$ cat src/rtl/lsr_pkg.sv
package lsr_pkg;

    typedef struct packed {
        logic       brk;
        logic       frm;
        logic       par;
        logic [7:0] data;
    } rx_entry_t;

    localparam int LSR_DR   = 0;
    localparam int LSR_OE   = 1;
    localparam int LSR_PE   = 2;
    localparam int LSR_FE   = 3;
    localparam int LSR_BI   = 4;
    localparam int LSR_THRE = 5;
    localparam int LSR_TEMT = 6;
    localparam int LSR_ERRQ = 7;

    localparam int IE_RX = 0;
    localparam int IE_TX = 1;
    localparam int IE_LS = 2;

    function automatic logic entry_bad(rx_entry_t e);
        return e.brk | e.frm | e.par;
    endfunction

endpackage

$ cat src/rtl/lsr_rx_fifo.sv
module lsr_rx_fifo
    import lsr_pkg::*;
#(
    parameter int DEPTH = 16,
    localparam int AW = $clog2(DEPTH),
    localparam int CW = AW + 1
) (
    input  logic          clk,
    input  logic          rst,
    input  logic          single_slot,
    input  logic          push_req,
    input  rx_entry_t     wr_entry,
    input  logic          pop_req,
    output rx_entry_t     head,
    output logic [CW-1:0] count,
    output logic          overflow,
    output logic          push_ok,
    output logic          pop_ok
);
    rx_entry_t       mem [DEPTH];
    logic [AW-1:0]   wr_ptr, rd_ptr;
    logic [CW-1:0]   cnt_q;
    logic            full, empty;

    assign empty    = (cnt_q == '0);
    assign full     = single_slot ? !empty : (cnt_q == CW'(DEPTH));
    assign push_ok  = push_req && !full;
    assign overflow = push_req && full;
    assign pop_ok   = pop_req && !empty;
    assign head     = empty ? '0 : mem[rd_ptr];
    assign count    = cnt_q;

    always_ff @(posedge clk) begin
        if (push_ok) mem[wr_ptr] <= wr_entry;
    end

    always_ff @(posedge clk) begin
        if (rst) begin
            wr_ptr <= '0;
            rd_ptr <= '0;
            cnt_q  <= '0;
        end else begin
            if (push_ok) wr_ptr <= wr_ptr + 1'b1;
            if (pop_ok)  rd_ptr <= rd_ptr + 1'b1;
            case ({push_ok, pop_ok})
                2'b10:   cnt_q <= cnt_q + 1'b1;
                2'b01:   cnt_q <= cnt_q - 1'b1;
                default: cnt_q <= cnt_q;
            endcase
        end
    end
endmodule

$ cat src/rtl/lsr_err_tally.sv
module lsr_err_tally #(
    parameter int DEPTH = 16,
    localparam int CW = $clog2(DEPTH) + 1
) (
    input  logic clk,
    input  logic rst,
    input  logic add,
    input  logic sub,
    output logic any_bad
);
    logic [CW-1:0] bad_cnt;

    always_ff @(posedge clk) begin
        if (rst) begin
            bad_cnt <= '0;
        end else begin
            case ({add, sub})
                2'b10:   bad_cnt <= bad_cnt + 1'b1;
                2'b01:   bad_cnt <= bad_cnt - 1'b1;
                default: bad_cnt <= bad_cnt;
            endcase
        end
    end

    assign any_bad = (bad_cnt != '0);
endmodule

$ cat src/rtl/lsr_status.sv
module lsr_status
    import lsr_pkg::*;
#(
    parameter int DEPTH   = 16,
    parameter int RX_TRIG = 8,
    localparam int CW = $clog2(DEPTH) + 1
) (
    input  logic          clk,
    input  logic          rst,
    input  logic          fifo_en,
    input  logic [2:0]    ier,
    input  logic          overflow,
    input  logic          rd_lsr,
    input  logic          pop_ok,
    input  rx_entry_t     head,
    input  logic [CW-1:0] count,
    input  logic          any_bad,
    input  logic          thr_empty,
    input  logic          tsr_empty,
    output logic [7:0]    lsr,
    output logic          irq,
    output logic          rx_trig
);
    logic ovr_q;
    logic head_seen_q;
    logic nonempty;
    logic level_hit;
    logic rx_src;

    assign nonempty  = (count != '0);
    assign level_hit = (count >= CW'(RX_TRIG));

    always_ff @(posedge clk) begin
        if (rst) begin
            ovr_q       <= 1'b0;
            head_seen_q <= 1'b0;
        end else begin
            if (overflow)    ovr_q <= 1'b1;
            else if (rd_lsr) ovr_q <= 1'b0;

            if (pop_ok)                   head_seen_q <= 1'b0;
            else if (rd_lsr && nonempty)  head_seen_q <= 1'b1;
        end
    end

    always_comb begin
        lsr           = '0;
        lsr[LSR_DR]   = nonempty;
        lsr[LSR_OE]   = ovr_q;
        lsr[LSR_PE]   = nonempty && !head_seen_q && head.par;
        lsr[LSR_FE]   = nonempty && !head_seen_q && head.frm;
        lsr[LSR_BI]   = nonempty && !head_seen_q && head.brk;
        lsr[LSR_THRE] = thr_empty;
        lsr[LSR_TEMT] = thr_empty && tsr_empty;
        lsr[LSR_ERRQ] = any_bad;
    end

    assign rx_src  = fifo_en ? level_hit : nonempty;
    assign rx_trig = fifo_en && ier[IE_RX] && level_hit;
    assign irq     = (ier[IE_RX] && rx_src)
                   || (ier[IE_TX] && thr_empty)
                   || (ier[IE_LS] && (|lsr[LSR_BI:LSR_OE]));
endmodule

$ cat src/rtl/uart_lsr_unit.sv
module uart_lsr_unit
    import lsr_pkg::*;
#(
    parameter int DEPTH   = 16,
    parameter int RX_TRIG = 8,
    localparam int CW = $clog2(DEPTH) + 1
) (
    input  logic       clk,
    input  logic       rst,
    input  logic       fifo_en,
    input  logic [2:0] ier,
    input  logic       rx_strobe,
    input  logic [7:0] rx_data,
    input  logic       rx_par_err,
    input  logic       rx_frm_err,
    input  logic       rx_brk,
    input  logic       thr_empty,
    input  logic       tsr_empty,
    input  logic       rd_lsr,
    input  logic       rd_rbr,
    output logic [7:0] lsr,
    output logic [7:0] rbr_data,
    output logic       irq,
    output logic       rx_trig
);
    rx_entry_t     in_entry, head;
    logic [CW-1:0] fifo_cnt;
    logic          overflow, push_ok, pop_ok, any_bad;

    always_comb begin
        in_entry.data = rx_data;
        in_entry.par  = rx_par_err;
        in_entry.frm  = rx_frm_err;
        in_entry.brk  = rx_brk;
    end

    lsr_rx_fifo #(.DEPTH(DEPTH)) u_fifo (
        .clk        (clk),
        .rst        (rst),
        .single_slot(!fifo_en),
        .push_req   (rx_strobe),
        .wr_entry   (in_entry),
        .pop_req    (rd_rbr),
        .head       (head),
        .count      (fifo_cnt),
        .overflow   (overflow),
        .push_ok    (push_ok),
        .pop_ok     (pop_ok)
    );

    lsr_err_tally #(.DEPTH(DEPTH)) u_tally (
        .clk    (clk),
        .rst    (rst),
        .add    (push_ok && entry_bad(in_entry)),
        .sub    (pop_ok && entry_bad(head)),
        .any_bad(any_bad)
    );

    lsr_status #(.DEPTH(DEPTH), .RX_TRIG(RX_TRIG)) u_status (
        .clk      (clk),
        .rst      (rst),
        .fifo_en  (fifo_en),
        .ier      (ier),
        .overflow (overflow),
        .rd_lsr   (rd_lsr),
        .pop_ok   (pop_ok),
        .head     (head),
        .count    (fifo_cnt),
        .any_bad  (any_bad),
        .thr_empty(thr_empty),
        .tsr_empty(tsr_empty),
        .lsr      (lsr),
        .irq      (irq),
        .rx_trig  (rx_trig)
    );

    assign rbr_data = head.data;
endmodule

$ cat config.mk
export PLATFORM = sky130hd
export DESIGN_NAME = uart_lsr_unit
export DESIGN_NICKNAME = d
export VERILOG_FILES = /design/src/rtl/lsr_pkg.sv /design/src/rtl/lsr_rx_fifo.sv /design/src/rtl/lsr_err_tally.sv /design/src/rtl/lsr_status.sv /design/src/rtl/uart_lsr_unit.sv
export SDC_FILE = /design/constraint.sdc
export NUM_CORES = 1
export LEC_CHECK = 0
export ABC_CLOCK_PERIOD_IN_PS = 5500
export BUFFER_PORTS_ARGS = -buffer_cell sky130_fd_sc_hd__buf_2
export CORE_ASPECT_RATIO = 1.5
export CORE_MARGIN = 10
export CORE_UTILIZATION = 45
export CTS_CLUSTER_DIAMETER = 200
export DETAILED_ROUTE_END_ITERATION = 10
export HOLD_SLACK_MARGIN = 0.02
export SLEW_MARGIN = 20
export SYNTH_ARGS = -nofsm -noshare
export SYNTH_HDL_FRONTEND = slang
export SYNTH_SLANG_ARGS = --single-unit
export TNS_END_PERCENT = 10
$ cat constraint.sdc
create_clock -name clk -period 5.5 [get_ports clk]
set_clock_uncertainty 0.05 [all_clocks]
set_input_delay 0.55 -clock clk [delete_from_list [all_inputs] [get_ports clk]]
set_output_delay 0.55 -clock clk [all_outputs]
set_load 0.05 [all_outputs]
== Word-level counts from Yosys, hierarchy flattened ==
Memory sizes are Yosys's and may differ from the RTL's. A register that Yosys moved wholly into a read port is not among the register bits.
Index checks and enable logic that the tools add are counted.
Word-level totals
  logic and storage cells: 63
  memories: 1
  output and inout bits: 18
  bits in registers: 20
  RAM bits: 176
  input port bits: 22
Operators by class
  eq/ne operators: 5
  reductions and logical operators: 29
  multiplexer cells: 11
  order comparisons: 1
  $add $sub $neg: 6
  bitwise gates (word level): 4
Memories
  u_fifo.mem: words 16, bits a word 11, read ports 1, clocked after memory_dff 1, write ports 1, line lsr_rx_fifo.sv:20  | rx_entry_t mem [DEPTH];
Operators by type and width (number)
  one-hot mux 5 bit (2 select lines): 2
  logical AND 1 bit: 16
  2-to-1 mux 11 bit: 1
  adder 5 x 1 -> 5 bit, second input constant: 2
  nonzero test 5 bit: 2
  subtractor 5 x 1 -> 5 bit, second input constant: 2
  adder 4 x 1 -> 4 bit, second input constant: 2
  2-to-1 mux 4 bit: 2
  2-to-1 mux 1 bit: 6
  nonzero test 2 bit: 3
  equality test 5 bit, second input constant: 1
  >= comparator 5 x 4 -> 1 bit, second input constant: 1
  logical NOT 5 bit: 1
  equality test 2 x 1 -> 1 bit, second input constant: 2
  equality test 2 bit, second input constant: 2
  OR 1 bit: 4
  OR reduction 4 bit: 1
  logical NOT 1 bit: 3
  logical OR 1 bit: 2
  OR reduction 2 bit: 1

== Depth between registers and ports, before layout ==
  depth after elaboration: 8
  mapped depth: 13
  depth with buffers taken out: 12

== Modules after synthesis ==
From an unflattened synthesis, not the netlist that was laid out.
Second synthesis, totals
  cell total of the unflattened synthesis: 474
  area, all modules: 8308.0 um2
By module, submodules not included
  lsr_rx_fifo: area each 7651.1 um2, cells each 398, sequential area each 5625.4 um2, times used 1
  lsr_err_tally: area each 427.9 um2, cells each 48, sequential area each 100.1 um2, times used 1
  lsr_status: area each 207.7 um2, cells each 25, sequential area each 40.0 um2, times used 1
  uart_lsr_unit: area each 21.3 um2, cells each 3, sequential area each 0.0 um2, times used 1

== Worst setup path before layout ==
Ideal clock, no wire load.
  path type: reg-to-reg
  start point: register (tool-made name)
  end point: register u_tally.bad_cnt[4]
  setup time: 71 ps
  required time: 5379 ps
  path buffers: 2
  stages on the path, launching flop included: 14
  period minus slack after synthesis: 3386 ps
  arrival time: 3266 ps
  slack: 2114 ps
  cells stage by stage: dfxtp_1 -> buf_6 -> buf_6 -> mux4_2 -> a22oi_1 -> nand3_1 -> o31a_1 -> ha_1 -> fa_1 -> a21o_1 -> a21oi_1 -> xor2_1 -> or3_1 -> a21oi_1
RTL lines
  end signal, assigned: line lsr_err_tally.sv:18  | 2'b10: bad_cnt <= bad_cnt + 1'b1;
  end signal, assigned: line lsr_err_tally.sv:19  | 2'b01: bad_cnt <= bad_cnt - 1'b1;
  end signal, assigned: line lsr_err_tally.sv:20  | default: bad_cnt <= bad_cnt;
  end, declared: line lsr_err_tally.sv:11  | logic [CW-1:0] bad_cnt;

==> results.py <==
metrics = {
    "pwr": {
        "cellPowerDensity_nw_per_um2": 497.3,
        "seqPwrFrac": 0.404,
        "power_frac_clock": 0.277,
        "power.internal_uw": 3036,
        "switchingPower_uw": 1559,
        "leakagePower_uw": 0.003132,
        "pwr-share-comb": 0.318,
        "p_sw_frac": 0.3393,
        "max-vdd-ir-drop_mv": 0.2649,
    },
    "clock_network": {
        "cts_resized": 0,
        "cts_num_sinks": 200,
        "post_cts.repair.setup_buffers": 0,
        "tritoncts": "yes",
        "clock-root-buffer": "clkbuf_16",
        "cts_htree_levels": 4,
        "cts_made_buffers": 17,
        "cts_hold_buf": 0,
        "insertion_delay_ns": 0.43,
        "clk_pin_slew_worst_paths_ns": 0.07,
        "cts.path.max_buffers": 2,
    },
    "synth": {
        "synth_top_family_by_area": "multiplexers",
        "synth-seq-cells": 200,
        "yosys_warnings": 0,
        "syn_area_per_cell_um2": 18.78,
        "synth.area.mux_share": 0.1589,
        "synth-xor-area-share": 0.01283,
        "netlist_area_um2": 8189,
        "syn_inst": 436,
        "ys_seq_area_frac": 0.7040,
        "yosys.area_share.simple": 0.05256,
        "synth_edf_count": 176,
        "synthFlopType": "edfxtp_1",
        "ys_types": 38,
        "synth-compound-area-share": 0.02277,
        "synth_async_sr_flop_share": 0,
        "synthAdderAreaFrac": 0.02475,
        "synth_nets": 473,
    },
    "layout": {
        "layout-drive-gt1-share": 0.2500,
        "fin_cells": 717,
        "regArea_um2": 5767,
        "antennaDiodeCount": 0,
        "multi_input_area_um2": 2253,
        "syn2layout_area_growth_pct": 12.83,
        "final_nets": 524,
        "nFillCells": 1423,
    },
    "worst_setup_path": {
        "critical_path_class": "reg -> reg",
        "crit_top_cell": "a21oi_1",
        "start_kind": "register",
        "worstPathCellList": "buf_4 -> mux4_2 -> a22oi_1 -> nand3_1 -> o31a_1 -> ha_1 -> fa_1 -> a21o_1 -> a21oi_1 -> xor2_1 -> or3_1 -> a21oi_1",
        "crit_arrival_ns": 4.28,
        "critPathSlowestCell": "dfxtp_1",
        "critPathRequiredTime_ns": 5.82,
        "rrSetupSlack_ns": 1.53,
        "cp-endpoint": "u_tally.bad_cnt[4]",
        "end_kind": "register",
        "reg2reg_to": "u_tally.bad_cnt[4]",
        "max_stage_delay_ns": 0.85,
        "cp_max_fo": 12,
        "r2r_cells": 12,
    },
    "hold_path": {
        "hp-class": "in -> reg",
    },
    "global_route": {
        "grt_max_degree": 39,
        "antenna_found_initial": 0,
        "grt_usage": 0.1482,
        "grt_pass1_vias": 4279,
        "grt_pass1_wl_mm": 25.74,
        "grt_overflow": 0,
    },
    "floorplanning": {
        "die_width_um": 130.1,
        "rows": 60,
        "core-area_um2": 17940,
        "ios": 40,
        "die_area_um2": 24110,
        "die_h_um": 185.2,
        "initial_core_util": 0.4564,
    },
    "timing": {
        "worst-slew-pin-transition_ns": 0.9948,
        "relSlewSlack": 0.3361,
        "final.setup.tns_ns": 0,
        "max_freq_mhz": 252.1,
        "rsz0062_at_grt": "false",
        "holdWs_ns": 0.3427,
        "final_hold_viol_count": 0,
        "final.period_utilization": 0.7213,
        "drv_slew": 0,
        "layout_min_cycle_time_ns": 3.967,
        "setup_viol": 0,
    },
    "routing": {
        "wl_per_cell_um": 23.51,
        "wl_mm": 16.86,
        "via_count": 4104,
        "drc_errors": 0,
        "dr.pass1.iters": 4,
        "drtIter0Drc": 294,
        "drt.antenna.violating_nets": 0,
        "viasPerCell": 5.724,
    },
    "place": {
        "portBuffers": 39,
        "place_congestion": 0.7634,
        "dpl.cell_count": 685,
        "hpwl_mm": 10.60,
    },
    "flow_run": {
        "cap_violations": 0,
    },
    "outcome": {
        "status": "finished clean",
    },
}
-- power by group through the flow --
stage | clock (uW) | combinational (uW) | sequential (uW)
final | 1270 | 1460 | 1860
after global routing | 1370 | 1590 | 1880
after CTS | 1300 | 1490 | 1860
after detailed placement | 0 | 1490 | 1890
after global placement | 0 | 1470 | 1890
after floorplan | 0 | 1230 | 1840
-- sequential cells by signal, summed over array words and instances, names as in the netlist, named ones only --
| name | count |
|---|---|
| u_fifo.wr_ptr | 4 |
| u_fifo.count | 5 |
| u_tally.bad_cnt | 5 |
| u_fifo.mem | 176 |
| u_status.ovr_q | 1 |
| u_fifo.rd_ptr | 4 |
| u_status.head_seen_q | 1 |
-- worst min path at each step --
stage / start / end / slack, ns / cells after the start
after CTS: rx_strobe / u_status.ovr_q / 0.33 / 3
after global placement: u_tally.bad_cnt[4] / u_tally.bad_cnt[4] / 0.43 / 2
after global routing: rx_strobe / u_status.ovr_q / 0.35 / 3
final: rx_strobe / u_status.ovr_q / 0.34 / 3
after floorplan: u_tally.bad_cnt[4] / u_tally.bad_cnt[4] / 0.41 / 2
after detailed placement: u_fifo.count[4] / u_fifo.count[4] / 0.44 / 2
-- synthesized netlist by cell type (7+ instances only) --
cell type,number,share of area
edfxtp_1,176,0.65
a21oi_1,14,0.0086
and2_1,13,0.0099
mux4_2,31,0.085
nor3_1,8,0.0049
nor2_1,35,0.016
xor2_1,7,0.0075
inv_1,9,0.0041
ha_1,13,0.020
dfxtp_1,24,0.059
clkbuf_1,8,0.0037
mux4_1,21,0.067
nand3_1,8,0.0049
nand2_1,13,0.0060
-- critical path: cells and delay by family, from the launching register on --
kind	cells	cell delay [ns]
xor+xnor	1	0.10
mux	1	0.32
buf+inv	1	0.33
flops	1	0.85
compound gates	5	1.02
simple gates	2	0.47
fa+ha+maj	2	0.77
-- placed cells by master, fill, tap and decap left out, types with 14 or more instances in the layout --
cell,count
a21oi_1,14
buf_2,39
buf_4,16
clkbuf_16,17
dfxtp_1,23
edfxtp_1,176
mux4_1,21
mux4_2,31
nor2_1,32
-- per-stage QoR --
stage	total power, uW	utilization	setup slack, ns	area [um^2]
floorplan	3069	-	2.114	8189
global placement	3357	0.4816	1.581	8641
detailed placement	3384	0.4816	1.499	8641
CTS	4655	0.5150	1.489	9240
global route	4833	0.5150	1.261	9240
finish	4595	0.5150	1.533	9240
-- final cells by class --
cell class	instances	share of cell area
Tap cell	217	0.02938
Timing Repair Buffer	55	0.03412
Inverter	9	0.003656
Multi-Input combinational cell	204	0.2439
Clock inverter	13	0.01801
Sequential cell	200	0.6241
Clock buffer	19	0.04685
-- per-layer routing --
metal  vias to the layer above  part of all wire  track usage
met3                        24             0.054      0.03578
met5                         -                 0            0
met2                       113              0.54       0.2479
li1                       1842                 -            -
met4                         0             0.018      0.05957
met1                      2125              0.39       0.1793
-- cells by family (layout without fill, tap and decap cells) --
kind of cell             after synthesis  count (layout)
buffers and inverters                 32              96
multiplexers                          57              57
adder cells (fa/ha/maj)               15              15
AO/OA/AOI/OAI                         30              30
flip-flops                           200             200
AND/OR/NAND/NOR                       90              90
XOR/XNOR                              12              12
Power figures use the tool's default switching activity.
